==> config.mk <==
export PLATFORM = sky130hd
export DESIGN_NAME = fracBaudGen
export DESIGN_NICKNAME = d
export VERILOG_FILES = /design/src/rtl/fbg_pkg.sv /design/src/rtl/fbgControl.sv /design/src/rtl/fbgDatapath.sv /design/src/rtl/fracBaudGen.sv
export SDC_FILE = /design/constraint.sdc
export NUM_CORES = 1
export LEC_CHECK = 0
export ABC_CLOCK_PERIOD_IN_PS = 4200
export CAP_MARGIN = 40
export CORE_MARGIN = 8
export CORE_UTILIZATION = 40
export DETAILED_ROUTE_END_ITERATION = 7
export GPL_ROUTABILITY_DRIVEN = 0
export PLACE_DENSITY_LB_ADDON = 0.3
export SYNTH_ARGS = -nofsm -noshare
export SYNTH_HDL_FRONTEND = slang
export SYNTH_SLANG_ARGS = --single-unit
export TNS_END_PERCENT = 5
==> constraint.sdc <==
create_clock -name clk -period 4.2 [get_ports clk]
set_input_delay 1.26 -clock clk [delete_from_list [all_inputs] [get_ports clk]]
set_output_delay 1.26 -clock clk [all_outputs]
set_load 0.02 [all_outputs]
==> src/rtl/fbg_pkg.sv <==
package fbg_pkg;

  typedef enum logic [1:0] {
    OS_X16  = 2'b00,
    OS_X8   = 2'b01,
    OS_X4   = 2'b10,
    OS_X16B = 2'b11
  } osMode_e;

  typedef struct packed {
    logic restart;
  } ctrlStrobe_t;

  localparam logic [1:0] ADDR_DIV_LO = 2'd0;
  localparam logic [1:0] ADDR_DIV_HI = 2'd1;
  localparam logic [1:0] ADDR_FRAC   = 2'd2;
  localparam logic [1:0] ADDR_CTRL   = 2'd3;
  localparam int         MODE_LSB    = 4;

endpackage

==> src/rtl/fbgControl.sv <==
module fbgControl
  import fbg_pkg::*;
#(
  parameter int DIV_W  = 16,
  parameter int FRAC_W = 4
) (
  input  logic              clk,
  input  logic              rstN,
  input  logic              wrEn,
  input  logic [1:0]        wrAddr,
  input  logic [7:0]        wrData,
  output logic [DIV_W-1:0]  divN,
  output logic [FRAC_W-1:0] fracVal,
  output osMode_e           osMode,
  output logic              slowSel,
  output ctrlStrobe_t       strobe
);

  localparam int HI_W = DIV_W - 8;

  logic [7:0]      divLo;
  logic [HI_W-1:0] divHi;
  logic [1:0]      modeBits;

  always_ff @(posedge clk or negedge rstN) begin
    if (!rstN) begin
      divLo    <= '0;
      divHi    <= '0;
      fracVal  <= '0;
      modeBits <= 2'b00;
      slowSel  <= 1'b0;
    end else if (wrEn) begin
      case (wrAddr)
        ADDR_DIV_LO: divLo <= wrData;
        ADDR_DIV_HI: divHi <= wrData[HI_W-1:0];
        ADDR_FRAC: begin
          fracVal  <= wrData[FRAC_W-1:0];
          modeBits <= wrData[MODE_LSB+1:MODE_LSB];
        end
        ADDR_CTRL:   slowSel <= wrData[0];
        default: ;
      endcase
    end
  end

  always_comb begin
    divN           = {divHi, divLo};
    osMode         = osMode_e'(modeBits);
    strobe.restart = wrEn;
  end

  p_low_byte_r8: assert property (@(posedge clk) disable iff (!rstN)
    (wrEn && wrAddr == ADDR_DIV_LO) |=> (divN[7:0] == $past(wrData)));

  p_prescale_sel_r3: assert property (@(posedge clk) disable iff (!rstN)
    (wrEn && wrAddr == ADDR_CTRL) |=> (slowSel == $past(wrData[0])));

endmodule

==> src/rtl/fbgDatapath.sv <==
module fbgDatapath
  import fbg_pkg::*;
#(
  parameter int DIV_W    = 16,
  parameter int FRAC_W   = 4,
  parameter int SLOW_PRE = 4
) (
  input  logic              clk,
  input  logic              rstN,
  input  ctrlStrobe_t       strobe,
  input  logic [DIV_W-1:0]  divN,
  input  logic [FRAC_W-1:0] fracVal,
  input  osMode_e           osMode,
  input  logic              slowSel,
  output logic              sampleTick,
  output logic              bitTick
);

  localparam int PRE_W = (SLOW_PRE > 2) ? $clog2(SLOW_PRE) : 1;
  localparam int OS_W  = 4;
  localparam logic [PRE_W-1:0] PRE_LAST = PRE_W'(SLOW_PRE - 1);

  logic [PRE_W-1:0]  preCnt;
  logic [DIV_W-1:0]  cnt;
  logic [FRAC_W-1:0] acc;
  logic [OS_W-1:0]   osCnt;

  logic              preEn;
  logic              active;
  logic              longNow;
  logic [FRAC_W:0]   accSum;
  logic [DIV_W-1:0]  lastCnt;
  logic              hit;
  logic [OS_W-1:0]   osLast;

  always_comb begin
    preEn   = slowSel ? (preCnt == PRE_LAST) : 1'b1;
    active  = (divN != '0);
    accSum  = {1'b0, acc} + {1'b0, fracVal};
    longNow = accSum[FRAC_W];
    lastCnt = divN - DIV_W'(1) + DIV_W'(longNow);
    hit     = active && preEn && (cnt == lastCnt);
    case (osMode)
      OS_X8:   osLast = OS_W'(7);
      OS_X4:   osLast = OS_W'(3);
      default: osLast = OS_W'(15);
    endcase
  end

  always_ff @(posedge clk or negedge rstN) begin
    if (!rstN) begin
      preCnt     <= '0;
      cnt        <= '0;
      acc        <= '0;
      osCnt      <= '0;
      sampleTick <= 1'b0;
      bitTick    <= 1'b0;
    end else if (strobe.restart) begin
      preCnt     <= '0;
      cnt        <= '0;
      acc        <= '0;
      osCnt      <= '0;
      sampleTick <= 1'b0;
      bitTick    <= 1'b0;
    end else begin
      if (slowSel) preCnt <= (preCnt == PRE_LAST) ? '0 : preCnt + PRE_W'(1);
      else         preCnt <= '0;
      if (active && preEn) cnt <= hit ? '0 : cnt + DIV_W'(1);
      if (hit) begin
        acc   <= accSum[FRAC_W-1:0];
        osCnt <= (osCnt == osLast) ? '0 : osCnt + OS_W'(1);
      end
      sampleTick <= hit;
      bitTick    <= hit && (osCnt == osLast);
    end
  end

  p_tick_gap_r2: assert property (@(posedge clk) disable iff (!rstN)
    (sampleTick && !slowSel && divN > DIV_W'(1) && !strobe.restart) |=> !sampleTick);

  p_pre_space_r3: assert property (@(posedge clk) disable iff (!rstN)
    (slowSel && preEn && !strobe.restart) |=> !preEn);

  p_quiet_zero_r4: assert property (@(posedge clk) disable iff (!rstN)
    (divN == '0) |=> (!sampleTick && !bitTick));

  p_cnt_bound_r5: assert property (@(posedge clk) disable iff (!rstN)
    active |-> (cnt <= lastCnt));

  p_bit_with_sample_r6: assert property (@(posedge clk) disable iff (!rstN)
    bitTick |-> sampleTick);

  p_restart_clear_r7: assert property (@(posedge clk) disable iff (!rstN)
    strobe.restart |=> (!sampleTick && cnt == '0 && acc == '0));

endmodule

==> src/rtl/fracBaudGen.sv <==
module fracBaudGen
  import fbg_pkg::*;
#(
  parameter int DIV_W    = 16,
  parameter int FRAC_W   = 4,
  parameter int SLOW_PRE = 4
) (
  input  logic       clk,
  input  logic       rstN,
  input  logic       wrEn,
  input  logic [1:0] wrAddr,
  input  logic [7:0] wrData,
  output logic       sampleTick,
  output logic       bitTick
);

  logic [DIV_W-1:0]  divN;
  logic [FRAC_W-1:0] fracVal;
  osMode_e           osMode;
  logic              slowSel;
  ctrlStrobe_t       strobe;

  fbgControl #(.DIV_W(DIV_W), .FRAC_W(FRAC_W)) i_control (
    .clk     (clk),
    .rstN    (rstN),
    .wrEn    (wrEn),
    .wrAddr  (wrAddr),
    .wrData  (wrData),
    .divN    (divN),
    .fracVal (fracVal),
    .osMode  (osMode),
    .slowSel (slowSel),
    .strobe  (strobe)
  );

  fbgDatapath #(.DIV_W(DIV_W), .FRAC_W(FRAC_W), .SLOW_PRE(SLOW_PRE)) i_datapath (
    .clk        (clk),
    .rstN       (rstN),
    .strobe     (strobe),
    .divN       (divN),
    .fracVal    (fracVal),
    .osMode     (osMode),
    .slowSel    (slowSel),
    .sampleTick (sampleTick),
    .bitTick    (bitTick)
  );

endmodule

## Word-level counts from Yosys, hierarchy flattened

Index checks and enable logic that the tools add are counted.

- Bits in registers: 51
- Input bits: 13
- Output and inout bits: 2
- Word-level logic and storage cells: 51

- $add $sub $neg: 6
- Equality and inequality tests: 8
- Muxes and demuxes: 15
- Reductions and logical operators: 11

Operators with widths:

| cell | count |
|---|---|
| 16-bit 2-to-1 mux | 3 |
| 4-bit 2-to-1 mux | 5 |
| 16-bit by 1-bit adder with 16-bit output | 1 |
| 16-bit by 1-bit adder with 16-bit output, second input constant | 1 |
| 16-bit equality test | 1 |
| 16-bit nonzero test | 1 |
| 16-bit by 1-bit subtractor with 16-bit output, second input constant | 1 |
| 2-bit equality test, second input constant | 4 |
| 4-bit one-hot mux with 2 select lines | 1 |
| 2-bit AND reduction | 4 |
| 2-bit 2-to-1 mux | 3 |
| 4-bit by 4-bit adder with 5-bit output | 1 |
| 4-bit by 1-bit adder with 4-bit output, second input constant | 1 |
| 2-bit by 1-bit equality test with 1-bit output, second input constant | 2 |
| 4-bit equality test | 1 |
| 2-bit nonzero test | 2 |
| 1-bit logical AND | 3 |
| 1-bit 2-to-1 mux | 3 |
| 2-bit by 1-bit adder with 2-bit output, second input constant | 1 |
| 2-bit logical NOT | 1 |

## Longest topological paths before layout

- Depth after elaboration: 7
- Gate-level depth with buffers: 15

## Hierarchy

A second synthesis with hierarchy kept.

- Cell total of the unflattened synthesis: 287
- Area total of the unflattened synthesis: 3022.9 um^2

Modules (own cells, without submodules):

| module | times used | cells an instance | area an instance (um^2) | seq. area each (um^2) |
|---|---|---|---|---|
| fbgDatapath | 1 | 236 | 2138.3 | 700.7 |
| fbgControl | 1 | 51 | 884.6 | 575.6 |

## Least setup slack after synthesis

OpenSTA, ideal clock, no wires.

- Path kind: reg-to-reg
- From: reg i_control.fracVal[0]
- To: reg i_datapath.osCnt[3]
- Setup time: 0.136 ns
- Data arrival time: 3.208 ns
- Required time: 4.064 ns
- Slack: 0.855 ns
- Stages on the path, launching flop included: 15
- Path buffers: 1
- Cell sequence: dfrtp_1 ha_1 fa_1 a21o_1 a21oi_1 ha_1 ha_1 xor2_1 nand2_1 a2111oi_4 nand3_2 or4_1 buf_2 o21ai_1 a21oi_1

- Cells in the longest elaborated chain, start to end: 5

RTL lines:

| what | line | RTL |
|---|---|---|
| from (decl) | fbgControl.sv:13 | `output logic [FRAC_W-1:0] fracVal,` |
| from (signal assigned) | fbgControl.sv:37 | `fracVal <= wrData[FRAC_W-1:0];` |
| 4-bit by 4-bit adder with 5-bit output | fbgDatapath.sv:39 | `accSum = {1'b0, acc} + {1'b0, fracVal};` |
| 16-bit by 1-bit adder with 16-bit output | fbgDatapath.sv:41 | `lastCnt = divN - DIV_W'(1) + DIV_W'(longNow);` |
| 16-bit equality test | fbgDatapath.sv:42 | `hit = active && preEn && (cnt == lastCnt);` |
| 1-bit logical AND | fbgDatapath.sv:42 |  |
| 2-bit nonzero test (no line) | - |  |
| to (signal assigned) | fbgDatapath.sv:71 | `osCnt <= (osCnt == osLast) ? '0 : osCnt + OS_W'(1);` |
| to (decl) | fbgDatapath.sv:26 | `logic [OS_W-1:0] osCnt;` |

No other way between the ends.
A chain may end at the register's enable or synchronous reset.

## Worst setup path in the final report

- From: reg i_control.fracVal[0]
- To: reg i_datapath.osCnt[2]

Same word-level chain as after synthesis.

==> results by group <==
Outcome
  – Status: complete, no violations

Route
  – Pre-antenna DRT Iters: 4
  – Final wirelength: 6.52 mm
  – Vias: 2186
  – Iter 0 DRT Violations: 92
  – Per-cell routed wire length: 15.9 um
  – DRT antenna net count: 0
  – Residual DRC count: 0
  – Vias per cell: 5.33

Placement
  – Number of port buffers: 14
  – Post-DP HPWL: 4.91 mm
  – Placed Cells: 402

Yosys
  – Synth async-reset ratio: 100%
  – Largest family of logic cells by synthesized area: simple AND/OR/NAND/NOR gates
  – Post-synthesis cell type count: 54
  – Seq cells post-synth: 51
  – Syn nets: 321
  – Compound-Gate Fraction of Synth Area: 8.31%
  – Synthesized cell area: 0.00306 mm^2
  – Adder-Cell Fraction of Synth Area: 4.75%
  – Post-synthesis mux area share: 9.71%
  – Post-synthesis simple-gate area fraction: 21.9%
  – Post-synth EDFFs: 0
  – Synth top area share: 41.8%
  – Prevailing post-synth register cell: dfrtp_1
  – Mean Syn Cell Area: 10.3 um^2
  – Seq/Total Area, Yosys: 41.8%
  – Synth Area in XOR/XNOR: 9.75%
  – Ranking of synthesized cells by area: dfrtp_1 42%, mux2_2 7.7%, xor2_1 5.2%, xnor2_1 4.6%, ha_1 4.1%
  – Post-Synthesis Cells: 297
  – YS warnings: 0
  – Synth area leader: dfrtp_1

Flow run
  – Number of max-cap violations: 0

CTS
  – CTS tree: done
  – Hold Buf Count CTS: 0
  – CTS Sinks: 51
  – Clock transition at path regs: 100 ps
  – Worst-Skew Late Latency: 320 ps
  – Clock Path Buffers: 2
  – Clock root buffer: clkbuf_8
  – Number of CTS-inserted buffers: 5
  – Post-CTS Setup Bufs: 0
  – H-tree levels: 2
  – Post_cts resized: 0

Timing
  – Post-route minimum period: 3810 ps
  – # setup viols final: 0
  – Fin. max-slew vios: 0
  – Fin. Hold Viols: 0
  – Slew @ Worst Pin: 815 ps
  – RSZ-0062 raised after global routing: no
  – Clock Skew: 5.92 ps
  – Relative slew slack: 45.7%
  – Period utilization: 90.6%
  – Highest Clock Rate: 263 MHz
  – Final hold slack: 455 ps
  – Setup TNS: 0 ps

Die
  – Die area: 0.0107 mm^2
  – IO Pins: 15
  – Initial core utilization: 40.4%
  – Core ar.: 0.00757 mm^2
  – Die X: 103 um
  – Num rows: 32
  – Die Span Y: 103 um

Global routing
  – Antenna violations before repair: 0
  – Met1 Use GR: 17.4%
  – Met2 Use GR: 21.6%
  – Largest net degree at the start of global routing: 36
  – Vias in the first global route: 2122
  – Remaining global-route overflow: 0
  – First-pass GRT wire length: 11.0 mm
  – Total Routing Usage GR: 13.4%
  – GR peak layer: met2
  – Met3 Use GR: 2.74%

Worst hold path
  – Worst min path class: reg2reg

Worst setup path
  – CP endpoint kind: flop
  – Data arrival time of the worst path: 4060 ps
  – Slowest CP cell: or4_1
  – CP Data Required Time: 4460 ps
  – Worst Path Max Fanout: 22
  – CP Launch Type: flop
  – Cell Chain, Critical Path: ha_1 > fa_1 > a21o_1 > a21oi_1 > ha_1 > ha_1 > nand2_1 > or4_1 > nand3_1 > nand3_1 > nor4b_4 > buf_4 > and4b_1 > o21ba_1
  – WS Path Type: reg2reg
  – CP max stage delay: 490 ps
  – Most numerous cell on the critical path: ha_1

Power and ir drop
  – Standby leakage power: 0.00142 uW
  – Worst vdd ir: 0.172 mV
  – PwrDens: 366 mW/mm^2

Final layout
  – Layout cells sized above 1: 14.3%
  – Post-layout util: 44.7%
  – Number of diodes: 0
  – Non-Filler Instances: 410
  – Nets: 331
  – Synthesis-to-finish area growth: 10.6%
==> cells by family after synthesis <==
| logic type | Yosys count |
|---|---|
| buf+inv | 22 |
| xor+xnor | 34 |
| compound gates | 34 |
| flops | 51 |
| mux | 27 |
| fa+ha+maj | 11 |
| simple gates | 118 |
==> report_power, final <==
| part | switching (uW) | internal, uW |
|---|---|---|
| logic | 132 | 124 |
| registers | 68.2 | 537 |
| clock network | 178 | 196 |
| total | 378 | 858 |
==> metrics by stage <==
| stage | power, uW | setup WS (ps) | instance area (um^2) |
|---|---|---|---|
| after floorplan | 801 | 855 | 3060 |
| after global placement | 869 | 490 | 3260 |
| after detailed placement | 874 | 422 | 3260 |
| after CTS | 1250 | 401 | 3380 |
| after global routing | 1310 | 123 | 3380 |
| final | 1240 | 394 | 3380 |
==> state kept, by name, indices dropped and copies added (netlist names) <==
| name | flops |
|---|---|
| i_datapath.cnt | 16 |
| i_control.divHi | 8 |
| i_control.divLo | 8 |
| i_control.fracVal | 4 |
| i_datapath.acc | 4 |
| i_datapath.osCnt | 4 |
| i_control.osMode | 2 |
| i_datapath.preCnt | 2 |
| i_control.slowSel | 1 |
| i_datapath.bitTick | 1 |
| i_datapath.sampleTick | 1 |
==> worst paths after layout <==
path                                           start                   end  slack (ps)  cells after the start
worst max-delay path            i_control.fracVal[0]   i_datapath.osCnt[2]         390                     14
worst min-delay path            i_datapath.preCnt[0]  i_datapath.preCnt[0]         450                      1
worst max register to register  i_control.fracVal[0]   i_datapath.osCnt[2]         390                     14
worst min register to register  i_datapath.preCnt[0]  i_datapath.preCnt[0]         450                      1
max in group asynchronous                       rstN    i_control.divLo[1]        2440                      2
min in group asynchronous                       rstN    i_datapath.cnt[10]        1030                      1
==> cells in the final DEF, fill, tap and decap left out, types with 3 or more instances in the layout <==
| cell | instances |
|---|---|
| nand3_1 | 16 |
| mux2i_1 | 6 |
| buf_4 | 4 |
| clkdlybuf4s50_1 | 13 |
| a22oi_1 | 3 |
| nand3b_1 | 4 |
| nor2_1 | 21 |
| nand4_1 | 8 |
| xor2_1 | 18 |
| or4_1 | 3 |
| xnor2_1 | 16 |
| mux2_2 | 21 |
| o21ai_0 | 4 |
| nor3_1 | 12 |
| dfrtp_1 | 51 |
| and2_1 | 6 |
| inv_1 | 7 |
| ha_1 | 10 |
| a21oi_1 | 11 |
| nor2b_1 | 4 |
| and3_1 | 5 |
| nand2_1 | 23 |
| clkbuf_8 | 6 |
==> worst max-delay path: cells and delay by family (launching register included) <==
family                     cells  cell delay [ps]
DFF                            1              390
AOI/OAI and AO/OA              3              480
and+or+nand+nor                6             1360
adders and majority gates      4             1200
buffers and inverters          1              310
==> layout make-up <==
class | count | area (um^2)
Sequential cell | 51 | 1280
Tap cell | 102 | 128
Timing Repair Buffer | 18 | 165
Fill cell | 726 | 4190
Multi-Input combinational cell | 224 | 1660
Inverter | 7 | 26.3
Clock buffer | 6 | 82.6
Clock inverter | 2 | 38.8
==> cells in the mapped netlist, types with 5 or more instances <==
cell and number:
dfrtp_1 51, nand2_1 23, mux2_2 21, nor2_1 21
xor2_1 18, nand3_1 16, xnor2_1 16, nor3_1 12
a21oi_1 11, ha_1 10, nand4_1 8, inv_1 7
and2_1 6, clkbuf_1 6, mux2i_1 6, and3_1 5
==> metal layers <==
| layer | vias up | routed length [um] | share of wire (%) |
|---|---|---|---|
| met1 | 1074 | 3040 | 47 |
| met2 | 29 | 3110 | 48 |
| li1 | 1073 | - | - |
| met4 | 0 | 116 | 1.8 |
| met3 | 10 | 250 | 3.8 |
| met5 | - | 0 | 0 |
Power figures use the tool's default switching activity.
